<file path="src/rtl/rr_pkg.sv">
`timescale 1ns/1ps
package rr_pkg;
  localparam logic [1:0] MODE_KEEP    = 2'd0;
  localparam logic [1:0] MODE_MEAN    = 2'd1;
  localparam logic [1:0] MODE_EXTREME = 2'd2;

  typedef struct packed {
    logic clear;
    logic accept;
    logic first;
    logic last;
  } ctl_t;
endpackage

</file>
<file path="src/rtl/rr_divider.sv">
`timescale 1ns/1ps
// Restoring divider producing QW quotient bits; requires (dividend >> QW) < divisor.
module rr_divider #(
  parameter int ND = 42,
  parameter int NV = 30,
  parameter int QW = 12
) (
  input  logic          clk,
  input  logic          rstN,
  input  logic          abort,
  input  logic          start,
  input  logic [ND-1:0] dividend,
  input  logic [NV-1:0] divisor,
  output logic          busy,
  output logic          done,
  output logic [QW-1:0] quotient
);
  localparam int RW = NV + 1;
  localparam int CW = $clog2(QW + 1);

  logic [RW-1:0] rem, shifted;
  logic [NV-1:0] dvs;
  logic [QW-1:0] quo;
  logic [CW-1:0] left;
  logic          fits;

  assign shifted  = {rem[NV-1:0], quo[QW-1]};
  assign fits     = shifted >= {1'b0, dvs};
  assign quotient = quo;

  always_ff @(posedge clk or negedge rstN) begin
    if (!rstN) begin
      rem <= '0; quo <= '0; dvs <= '0; left <= '0;
      busy <= 1'b0; done <= 1'b0;
    end else begin
      done <= 1'b0;
      if (abort) begin
        busy <= 1'b0;
      end else if (start) begin
        rem  <= RW'(dividend >> QW);
        quo  <= dividend[QW-1:0];
        dvs  <= divisor;
        left <= CW'(QW);
        busy <= 1'b1;
      end else if (busy) begin
        rem  <= fits ? (shifted - {1'b0, dvs}) : shifted;
        quo  <= {quo[QW-2:0], fits};
        left <= left - 1'b1;
        if (left == CW'(1)) begin
          busy <= 1'b0;
          done <= 1'b1;
        end
      end
    end
  end
endmodule

</file>
<file path="src/rtl/rr_control.sv">
`timescale 1ns/1ps
module rr_control
  import rr_pkg::*;
#(
  parameter int DIV_W    = 30,
  parameter int RATE_NUM = 1_000_000_000
) (
  input  logic             clk,
  input  logic             rstN,
  input  logic             clear,
  input  logic             inValid,
  input  logic [DIV_W-1:0] divIn,
  output ctl_t             ctl,
  output logic [DIV_W-1:0] nCur,
  output logic [DIV_W-1:0] rateDeciHz
);
  logic [DIV_W-1:0] cnt, nReq, rateQ;
  logic             rateStart, rateBusy, rateDone;

  assign nReq = (divIn == '0) ? DIV_W'(1) : divIn;

  always_comb begin
    ctl.clear  = clear;
    ctl.accept = inValid && !clear;
    ctl.first  = ctl.accept && (cnt == '0);
    ctl.last   = ctl.accept && (cnt == nCur - 1'b1);
  end

  assign rateStart = clear || (ctl.last && (nReq != nCur));

  always_ff @(posedge clk or negedge rstN) begin
    if (!rstN) begin
      cnt  <= '0;
      nCur <= DIV_W'(1);
    end else if (clear || ctl.last) begin
      cnt  <= '0;
      nCur <= nReq;
    end else if (ctl.accept) begin
      cnt  <= cnt + 1'b1;
    end
  end

  rr_divider #(.ND(DIV_W), .NV(DIV_W), .QW(DIV_W)) u_rateDiv (
    .clk(clk), .rstN(rstN), .abort(1'b0), .start(rateStart),
    .dividend(DIV_W'(RATE_NUM)), .divisor(nReq),
    .busy(rateBusy), .done(rateDone), .quotient(rateQ)
  );

  always_ff @(posedge clk or negedge rstN) begin
    if (!rstN)         rateDeciHz <= DIV_W'(RATE_NUM);
    else if (rateDone) rateDeciHz <= rateQ;
  end

  logic unusedBusy;
  assign unusedBusy = rateBusy;
endmodule

</file>
<file path="src/rtl/rr_datapath.sv">
`timescale 1ns/1ps
module rr_datapath
  import rr_pkg::*;
#(
  parameter int W     = 12,
  parameter int DIV_W = 30
) (
  input  logic                clk,
  input  logic                rstN,
  input  ctl_t                ctl,
  input  logic [DIV_W-1:0]    nCur,
  input  logic [1:0]          modeIn,
  input  logic signed [W-1:0] sample,
  input  logic                take,
  output logic                valid,
  output logic signed [W-1:0] lo,
  output logic signed [W-1:0] hi,
  output logic                overflow
);
  localparam int AW = W + DIV_W;

  logic [1:0]           modeCur;
  logic signed [AW-1:0] acc, sumNow;
  logic [AW-1:0]        sumAbs;
  logic signed [W-1:0]  minR, maxR, minNow, maxNow, directLo, directHi, meanVal;
  logic [W-1:0]         quo;
  logic                 negR, pending, divBusy, divDone;
  logic                 meanBlock, divStart, meanLost, direct, produce, lost;

  assign sumNow = (ctl.first ? '0 : acc) + AW'(sample);
  assign sumAbs = sumNow[AW-1] ? AW'(-sumNow) : AW'(sumNow);
  assign minNow = (ctl.first || sample < minR) ? sample : minR;
  assign maxNow = (ctl.first || sample > maxR) ? sample : maxR;

  assign meanBlock = ctl.last && (modeCur == MODE_MEAN) && (nCur != DIV_W'(1));
  assign divStart  = meanBlock && !divBusy;
  assign meanLost  = meanBlock && divBusy;
  assign direct    = ctl.last && !meanBlock;
  assign produce   = direct || divDone;
  assign lost      = meanLost || (direct && divDone);

  assign directLo = (modeCur == MODE_EXTREME) ? minNow : sample;
  assign directHi = (modeCur == MODE_EXTREME) ? maxNow : sample;
  assign meanVal  = negR ? -$signed(quo) : $signed(quo);

  rr_divider #(.ND(AW), .NV(DIV_W), .QW(W)) u_meanDiv (
    .clk(clk), .rstN(rstN), .abort(ctl.clear), .start(divStart),
    .dividend(sumAbs), .divisor(nCur),
    .busy(divBusy), .done(divDone), .quotient(quo)
  );

  always_ff @(posedge clk or negedge rstN) begin
    if (!rstN) begin
      modeCur <= MODE_KEEP; acc <= '0; minR <= '0; maxR <= '0; negR <= 1'b0;
      valid <= 1'b0; lo <= '0; hi <= '0; pending <= 1'b0; overflow <= 1'b0;
    end else if (ctl.clear) begin
      modeCur  <= modeIn;
      valid    <= 1'b0;
      pending  <= 1'b0;
      overflow <= 1'b0;
    end else begin
      if (ctl.accept) begin
        acc  <= sumNow;
        minR <= minNow;
        maxR <= maxNow;
      end
      if (ctl.last) modeCur <= modeIn;
      if (divStart) negR <= sumNow[AW-1];
      valid <= produce;
      if (direct) begin
        lo <= directLo; hi <= directHi;
      end else if (divDone) begin
        lo <= meanVal;  hi <= meanVal;
      end
      pending <= produce || (pending && !take);
      if ((produce && pending && !take) || lost) overflow <= 1'b1;
    end
  end
endmodule

</file>
<file path="src/rtl/rate_reducer.sv">
`timescale 1ns/1ps
module rate_reducer
  import rr_pkg::*;
#(
  parameter int NUM_CH   = 2,
  parameter int SAMPLE_W = 12,
  parameter int DIV_W    = 30,
  parameter int RATE_NUM = 1_000_000_000
) (
  input  logic                         clk,
  input  logic                         rstN,
  input  logic                         clear,
  input  logic [DIV_W-1:0]             divIn,
  input  logic [2*NUM_CH-1:0]          modeIn,
  input  logic                         inValid,
  input  logic [NUM_CH*SAMPLE_W-1:0]   inSample,
  input  logic [NUM_CH-1:0]            outTake,
  output logic [NUM_CH-1:0]            outValid,
  output logic [NUM_CH*SAMPLE_W-1:0]   outLo,
  output logic [NUM_CH*SAMPLE_W-1:0]   outHi,
  output logic [NUM_CH-1:0]            overflow,
  output logic [DIV_W-1:0]             rateDeciHz
);
  ctl_t             ctl;
  logic [DIV_W-1:0] nCur;

  rr_control #(.DIV_W(DIV_W), .RATE_NUM(RATE_NUM)) u_ctrl (
    .clk(clk), .rstN(rstN), .clear(clear), .inValid(inValid), .divIn(divIn),
    .ctl(ctl), .nCur(nCur), .rateDeciHz(rateDeciHz)
  );

  for (genvar c = 0; c < NUM_CH; c++) begin : g_ch
    rr_datapath #(.W(SAMPLE_W), .DIV_W(DIV_W)) u_dp (
      .clk(clk), .rstN(rstN), .ctl(ctl), .nCur(nCur),
      .modeIn(modeIn[2*c +: 2]),
      .sample(inSample[c*SAMPLE_W +: SAMPLE_W]),
      .take(outTake[c]),
      .valid(outValid[c]),
      .lo(outLo[c*SAMPLE_W +: SAMPLE_W]),
      .hi(outHi[c*SAMPLE_W +: SAMPLE_W]),
      .overflow(overflow[c])
    );
  end
endmodule

</file>
<file path="config.mk">
export PLATFORM = sky130hd
export DESIGN_NAME = rate_reducer
export DESIGN_NICKNAME = d
export VERILOG_FILES = /design/src/rtl/rr_pkg.sv /design/src/rtl/rr_divider.sv /design/src/rtl/rr_control.sv /design/src/rtl/rr_datapath.sv /design/src/rtl/rate_reducer.sv
export SDC_FILE = /design/constraint.sdc
export NUM_CORES = 2
export LEC_CHECK = 0
export ABC_AREA = 1
export ABC_CLOCK_PERIOD_IN_PS = 4650
export CORE_MARGIN = 2
export CORE_UTILIZATION = 60
export CTS_CLUSTER_DIAMETER = 120
export DETAILED_ROUTE_END_ITERATION = 10
export PLACE_DENSITY = 0.84
export SETUP_SLACK_MARGIN = 0.15
export SYNTH_ARGS = -nofsm -noshare
export SYNTH_HDL_FRONTEND = slang
export SYNTH_SLANG_ARGS = --single-unit
</file>
<file path="constraint.sdc">
create_clock -name clk -period 4.65 [get_ports clk]
set_input_delay 0.93 -clock clk [delete_from_list [all_inputs] [get_ports clk]]
set_output_delay 0.93 -clock clk [all_outputs]
set_load 0.01 [all_outputs]
</file>
# --- Word level (Yosys, flattened, before mapping) ---
# Index checks and enable logic that the tools add are counted.
totals:
  regBits: 535
  output_inout_bits: 82
  elab_cells: 212
classes:
  add_sub_neg: 14
  n_lt_le_gt_ge: 7
  n_eq_ne: 10
  n_mux: 78
  n_bitwise: 1
  reduce_logical: 61
op_table:
  columns: ["cell", "n"]
  rows:
  - ["$mux W30", 14]
  - ["$mux W12", 20]
  - ["$mux W42", 4]
  - ["$ge A31 B30 Y1", 3]
  - ["$sub A30 B30 Y30", 3]
  - ["$add A42 B42 Y42", 2]
  - ["$neg A42 Y42", 2]
  - ["$logic_not A30 Y1", 2]
  - ["$add A30 B1 Y30 const B", 1]
  - ["$eq A30 B30 Y1", 1]
  - ["$mux W1", 30]
  - ["$ne A30 B1 Y1 const B", 1]
  - ["$ne A30 B30 Y1", 1]
  - ["$sub A30 B1 Y30 const B", 1]
  - ["$gt A12 B12 Y1", 2]
  - ["$lt A12 B12 Y1", 2]
  - ["$neg A12 Y12", 2]
  - ["$logic_and A1 B1 Y1", 22]
  - ["$reduce_bool A2 Y1", 9]
  - ["$mux W4", 4]
  - ["$logic_or A1 B1 Y1", 14]
  - ["$reduce_and A2 Y1", 7]
  - ["$mux W5", 2]
  - ["$eq A4 B1 Y1 const B", 2]
  - ["other kinds (8)", 20]

# --- Depth between registers and ports, before layout ---
logic_depth:
  ltp_word: 13
  mapped_depth: 33

# --- Cells and area by module ---
# A second synthesis with hierarchy kept.
unflattened:
  cells_unflattened: 7112
  area_unflattened_um2: 44801.7
modules_own_cells:
  columns: ["mod", "instances", "cells_each", "area_per_inst_um2"]
  rows:
  - ["rr_datapath", 2, 1666, 9815.7]
  - ["rr_divider (g_ch[0].u_dp.u_meanDiv ...)", 2, 973, 6133.4]
  - ["rr_divider (u_ctrl.u_rateDiv)", 1, 1013, 6877.8]
  - ["rr_control", 1, 821, 6025.8]

# --- Worst setup path before layout ---
# No wires, ideal clock.
synth_path:
  path_type: "input-to-reg"
  from: "input port inValid"
  to: "register g_ch[0].u_dp.u_meanDiv.rem[18]"
  setup_time_ps: 116
  t_arrival_ps: 4440
  required_time_ps: 4534
  path_slack_ps: 93
  stages: 27
  path_cell_list: "inv_1 > nor2_1 > buf_4 > nand3b_1 > nor2_1 > nand2_1 > inv_2 > clkbuf_1 > nor2_1 > ha_1 > fa_1 > inv_1 > ha_1 > inv_1 > nor2_1 > nand3_1 > nor2_1 > nand2_1 > nor2_1 > nand3_1 > nor2_1 > nand3_1 > o21ai_0 > xor2_1 > nand2_1 > nand2_1 > nand2_1"
synth_between:
  elab_chain_len: 7
synth_rtl:
  columns: ["element", "line_no", "rtl"]
  rows:
  - ["start: declaration", "rate_reducer.sv:15", "input logic inValid,"]
  - ["$logic_and A1 B1 Y1", "rr_control.sv:24", "ctl.accept = inValid && !clear;"]
  - ["$logic_and A1 B1 Y1", "rr_control.sv:25", "ctl.first = ctl.accept && (cnt == '0);"]
  - ["$mux W42", "rr_datapath.sv:30", "assign sumNow = (ctl.first ? '0 : acc) + AW'(sample);"]
  - ["$add A42 B42 Y42", "rr_datapath.sv:30", null]
  - ["via g_ch[0].u_dp.sumNow[1]", "rr_datapath.sv:23", "logic signed [AW-1:0] acc, sumNow;"]
  - ["$neg A42 Y42", "rr_datapath.sv:31", "assign sumAbs = sumNow[AW-1] ? AW'(-sumNow) : AW'(sumNow);"]
  - ["$mux W42", "rr_datapath.sv:31", null]
  - ["$mux W30", "rr_divider.sv:39", "end else if (start) begin"]
  - ["end signal: assignment", "rr_divider.sv:40", "rem <= RW'(dividend >> QW);"]
  - ["end signal: assignment", "rr_divider.sv:46", "rem <= fits ? (shifted - {1'b0, dvs}) : shifted;"]
  - ["end: declaration", "rr_divider.sv:21", "logic [RW-1:0] rem, shifted;"]
# The timed path passes the listed nets, and every way through them passes these cells.
# A chain may end at the register's enable or synchronous reset.

# --- Worst setup path in the final report ---
layout_path:
  from: "register u_ctrl.cnt[1]"
  to: "register g_ch[1].u_dp.u_meanDiv.rem[26]"
layout_between:
  elab_chain_len: 7
layout_rtl:
  columns: ["element", "line_no", "rtl"]
  rows:
  - ["start: declaration", "rr_control.sv:17", "logic [DIV_W-1:0] cnt, nReq, rateQ;"]
  - ["start signal: assignment", "rr_control.sv:39", "cnt <= cnt + 1'b1;"]
  - ["$logic_not A30 Y1 / $eq A30 B30 Y1 (equally long branches)", "rr_control.sv:25, rr_control.sv:26", null]
  - ["$logic_and A1 B1 Y1, on equally long branches", "rr_control.sv:25, rr_control.sv:26", null]
  - ["$mux W42 / $logic_and A1 B1 Y1 (equally long branches)", "rr_datapath.sv:30, rr_datapath.sv:35", null]
  - ["$add A42 B42 Y42 / $logic_and A1 B1 Y1 (equally long branches)", "rr_datapath.sv:30, rr_datapath.sv:35", null]
  - ["$neg A42 Y42 / $logic_and A1 B1 Y1 (equally long branches)", "rr_datapath.sv:31, rr_datapath.sv:36", null]
  - ["$mux W42 / $reduce_bool A2 Y1 (equally long branches)", null, null]
  - ["$mux W30 / $reduce_and A2 Y1 (equally long branches)", null, null]
  - ["end signal: assignment", "rr_divider.sv:40", null]
  - ["end signal: assignment", "rr_divider.sv:46", null]
  - ["end: declaration", "rr_divider.sv:21", null]
# Several ways; a longest one is shown, not always the timed one.

==> metrics list <==
* Area added between synthesis and finish: 23.5%
* Run status: finished, final reports clean
* Total via count after detailed routing: roughly 47000
- Of the synthesized area, sequential elements account for 0.314.
- The synthesized design contains between 500 and 600 register bits.
* Fraction of final layout cells with drive strength greater than 1: 0.155
* Combinational family with the most area after synthesis: simple AND/OR/NAND/NOR gates
- Setup violations remaining at the end of the flow were counted as 0.
* Vias in the first global route: roughly 44000
- TritonCTS built the clock tree.
- Die area: 73200 um2
* Element type at the critical path end: flip-flop
- For this run, the share of the core covered by cells in the final layout is 0.750.
- Highest clock rate: 223 MHz
- Placer congestion estimate: around 1.0
- Cell with the largest stage delay on the worst path: dfrtp_1
- Synthesized-area fraction occupied by and/or/nand/nor cells: 0.353
* Non-filler cells, final: between 8000 and 9000
- Leak pwr: 27.0 nW
* Tmin final: ~4.5 ns
- Dividing the detail-routed wire length by the instance count gives between 15 and 20 um.
- GRT Util Overall: 0.372
* Syn Area/Cell: 6.47 um2
* Post-detailed-placement half-perimeter wirelength: approximately 110000 um
* Parity-gate share of the synthesized area counting xor and xnor cells: 0.0364
* Fraction of synthesis flops using an asynchronous set or reset pin: 1.00
- The max-slew violation count was 0.
- CP Class: flip-flop to flip-flop
- Measured along the y axis, the die boundary spans 271 um.
- Total iterations of the first detailed-routing run: 6
- Reg2Reg Capture Point: g_ch[1].u_dp.u_meanDiv.rem[26]
- Summing all placed instances gives a cell area of about 49000 um2.
- Number of flops mapped to enable cells by yosys: 0
- Final hold slack: approximately 0.24 ns
- Worst Clk Skew: between 0.03 and 0.04 ns
- Startpoint of the most critical register-to-register path: u_ctrl.cnt[1]
* WP data arrival: about 5 ns
* Synth top area cells: dfrtp_1 (31%), nand2_1 (17%), nand3_1 (8.1%)
- Along the worst path, the maximum fanout reaches 7.
- In the routed layout, each cell is associated on average with a via count of between 5 and 6.
* Top_reg_cell synth: dfrtp_1
- The finished cells cover roughly 53000 um2.
- Yosys synthesis warning count: 0
- The tool flagged a number of max-cap violations equal to 0.
- Final Hold Vio Count: 0
- Number of sinks driven by the clock tree: approximately 540
- After routing, the total negative slack on setup checks comes to 0 ns.
- Summed over all layers, the global routing overflow is 0.
- Starting Density: 0.608
- Registers take roughly 13000 um2.
* Transition at the pin with the smallest max-transition slack: between 1 and 1.5 ns
- Clock buffers created by TritonCTS: 60
- Port Buffer Count: approximately 150
- The largest single stage delay on the critical path is between 0.4 and 0.5 ns.
- The setup check on the worst reg-to-reg path leaves a slack of about 0.17 ns.
- The clock passes through at most 3 buffers.
- Post-placement worst setup slack: -0.410 ns
* Final routed DRC violation total: 0
* Net count of the finished layout: approximately 7500
- DRT iter0 DRCs: approximately 4600
* I/O pin cnt: roughly 150
- The share of synthesized area in the top cell type comes to 0.306.
* Number of standard cells after synthesis: ~6600
- dfrtp_1 takes more of the synthesized area than any other cell.
- Cell Area, Synth: about 43000 um2
* Number of different library cells in the post-synthesis netlist: 55
- Reg clk slew, reported paths: about 0.060 ns
- Counting every net in the synthesized netlist gives 6894.
- Cells after DPL: 8067
- Core outline area: roughly 70000 um2
- Pin count of the biggest net entering global routing: 108
- The number of antenna violations at the first check in global routing came to 0.
- The die is 271 um wide.
- Across all setup checks in the final design, the least slack found is approximately 0.17 ns.
- Standard-cell row count: 97
- Pwr Density: around 530 nW/um2
- The number of cells on the worst reg-to-reg path is 31.
- Final-layout fill cell count: ~5600
- The later pin in the worst-skew pair is clocked with a latency of around 0.66 ns.
- CP Data Required Time: a little over 5 ns
* H-tree Lvls: 2
- The repair_antennas step left the layout with diodes totalling 0.
- Total power for the finished layout comes to 27.9 mW.
* Final WL: roughly 140000 um
- Startpoint Class: flip-flop
* Worst relative slew slack: 0.194
- Clock root cell: clkbuf_16
- Of the available clock period, the critical path in the final layout requires 0.964.
* Routed Antenna Nets: 0
- Area of the multi-input gates: ~26000 um2
* Post-synthesis adder-cell area fraction: 0.0704
- The first global-routing pass estimated between 200000 and 250000 um of wire.
- Mux cell area share after synthesis: 0.00555
- CTS hold repair buffers: 0
- Min-Delay Path Class: primary input to asynchronous set/reset pin
* Worst-case vdd ir drop: 0.000423 V
* Compound-gate portion of the synthesized area: 0.119
sequential cells by signal, summed over array words and instances (netlist names), 30 cells and up:
register / count
g_ch.u_dp.u_meanDiv.dvs: 60
u_ctrl.nCur: 30
u_ctrl.rateDeciHz: 30
g_ch.u_dp.acc: 84
u_ctrl.u_rateDiv.dvs: 30
u_ctrl.u_rateDiv.quotient: 30
u_ctrl.cnt: 30
u_ctrl.u_rateDiv.rem: 30
g_ch.u_dp.u_meanDiv.rem: 60
synthesized netlist by cell type (9+ instances only):
cell type,n
inv_1,864
o21a_1,9
buf_2,56
o211ai_1,23
o21bai_1,20
nor2_1,681
xor2_1,105
o21ai_0,473
a21boi_0,9
mux2_2,21
clkbuf_1,132
inv_2,10
nand3_1,687
nand4_1,84
or2_2,26
nand2_1,1939
nor3_1,61
a31oi_1,60
xnor2_1,67
buf_4,18
ha_1,232
dfstp_2,14
dfrtp_1,521
a21oi_1,264
o21ai_1,41
nor2_2,16
buf_1,13
nor4_1,29
nand3b_1,31
a21o_1,17
layout make-up:
cell class | instances | area share
Multi-Input combinational cell | 4954 | 0.490
Sequential cell | 535 | 0.255
Timing Repair Buffer | 794 | 0.129
Inverter | 878 | 0.0627
Clock buffer | 79 | 0.0320
Tap cell | 940 | 0.0223
Clock inverter | 34 | 0.00901
logic make-up (layout without fill, tap and decap cells):
family                     after synthesis  in the layout
adders and majority gates              237            237
DFF                                    535            535
xor gates and xnor gates               174            174
and+or+nand+nor                       3584           3584
muxes                                   21             21
AOI/OAI and AO/OA                      938            938
buffers and inverters                 1104           1785
worst max path at each step:
stage	startpoint	to	slack (ns)	cells after the start
3_5_place_dp	inValid	g_ch[1].u_dp.u_meanDiv.rem[18]	-0.41	29
4_1_cts	u_ctrl.cnt[0]	g_ch[0].u_dp.u_meanDiv.rem[18]	0.15	29
5_1_grt	u_ctrl.cnt[19]	g_ch[1].u_dp.u_meanDiv.rem[18]	-0.02	30
2_1_floorplan	inValid	g_ch[0].u_dp.u_meanDiv.rem[18]	0.20	27
6_report	u_ctrl.cnt[1]	g_ch[1].u_dp.u_meanDiv.rem[26]	0.17	31
3_3_place_gp	inValid	g_ch[1].u_dp.u_meanDiv.rem[17]	-0.31	27
where the power goes:
part	switching [mW]	internal, mW
Clock	2.17	3.07
Sequential	0.527	5.46
Combinational	9.69	7.00
Total	12.4	15.5
what timing repair did:
action	in CTS	in global routing
pin swaps	1	102
gates cloned	0	5
endpoints found under the setup margin	41	81
gates resized for setup	7	302
setup buffers	0	29
layer usage:
| layer | GRT usage | share of wire | vias to the layer above |
|---|---|---|---|
| met5 | 0 | 0 | - |
| met4 | 0.158 | 0.047 | 0 |
| met3 | 0.0464 | 0.071 | 447 |
| met2 | 0.637 | 0.48 | 2021 |
| met1 | 0.474 | 0.41 | 21700 |
| li1 | - | - | 22500 |
critical path, delay by kind of cell (launching register included):
family                   cells  cell delay [ns]
AO/OA/AOI/OAI                2             0.21
adder cells (fa/ha/maj)      2             0.54
buffers and inverters       10             1.23
flip-flops                   1             0.41
AND/OR/NAND/NOR             17             1.95
layout by cell type, fill, tap and decap left out, types with 84 or more instances in the layout:
master	count
a21oi_1	242
nand3_1	669
nand2_1	1831
ha_1	229
dfrtp_1	520
clkdlybuf4s50_1	143
nand2_2	103
nand4_1	84
xor2_1	105
buf_4	606
inv_1	845
nor2_1	606
o21ai_0	466
Note: power is estimated with default switching activity, not from simulation.
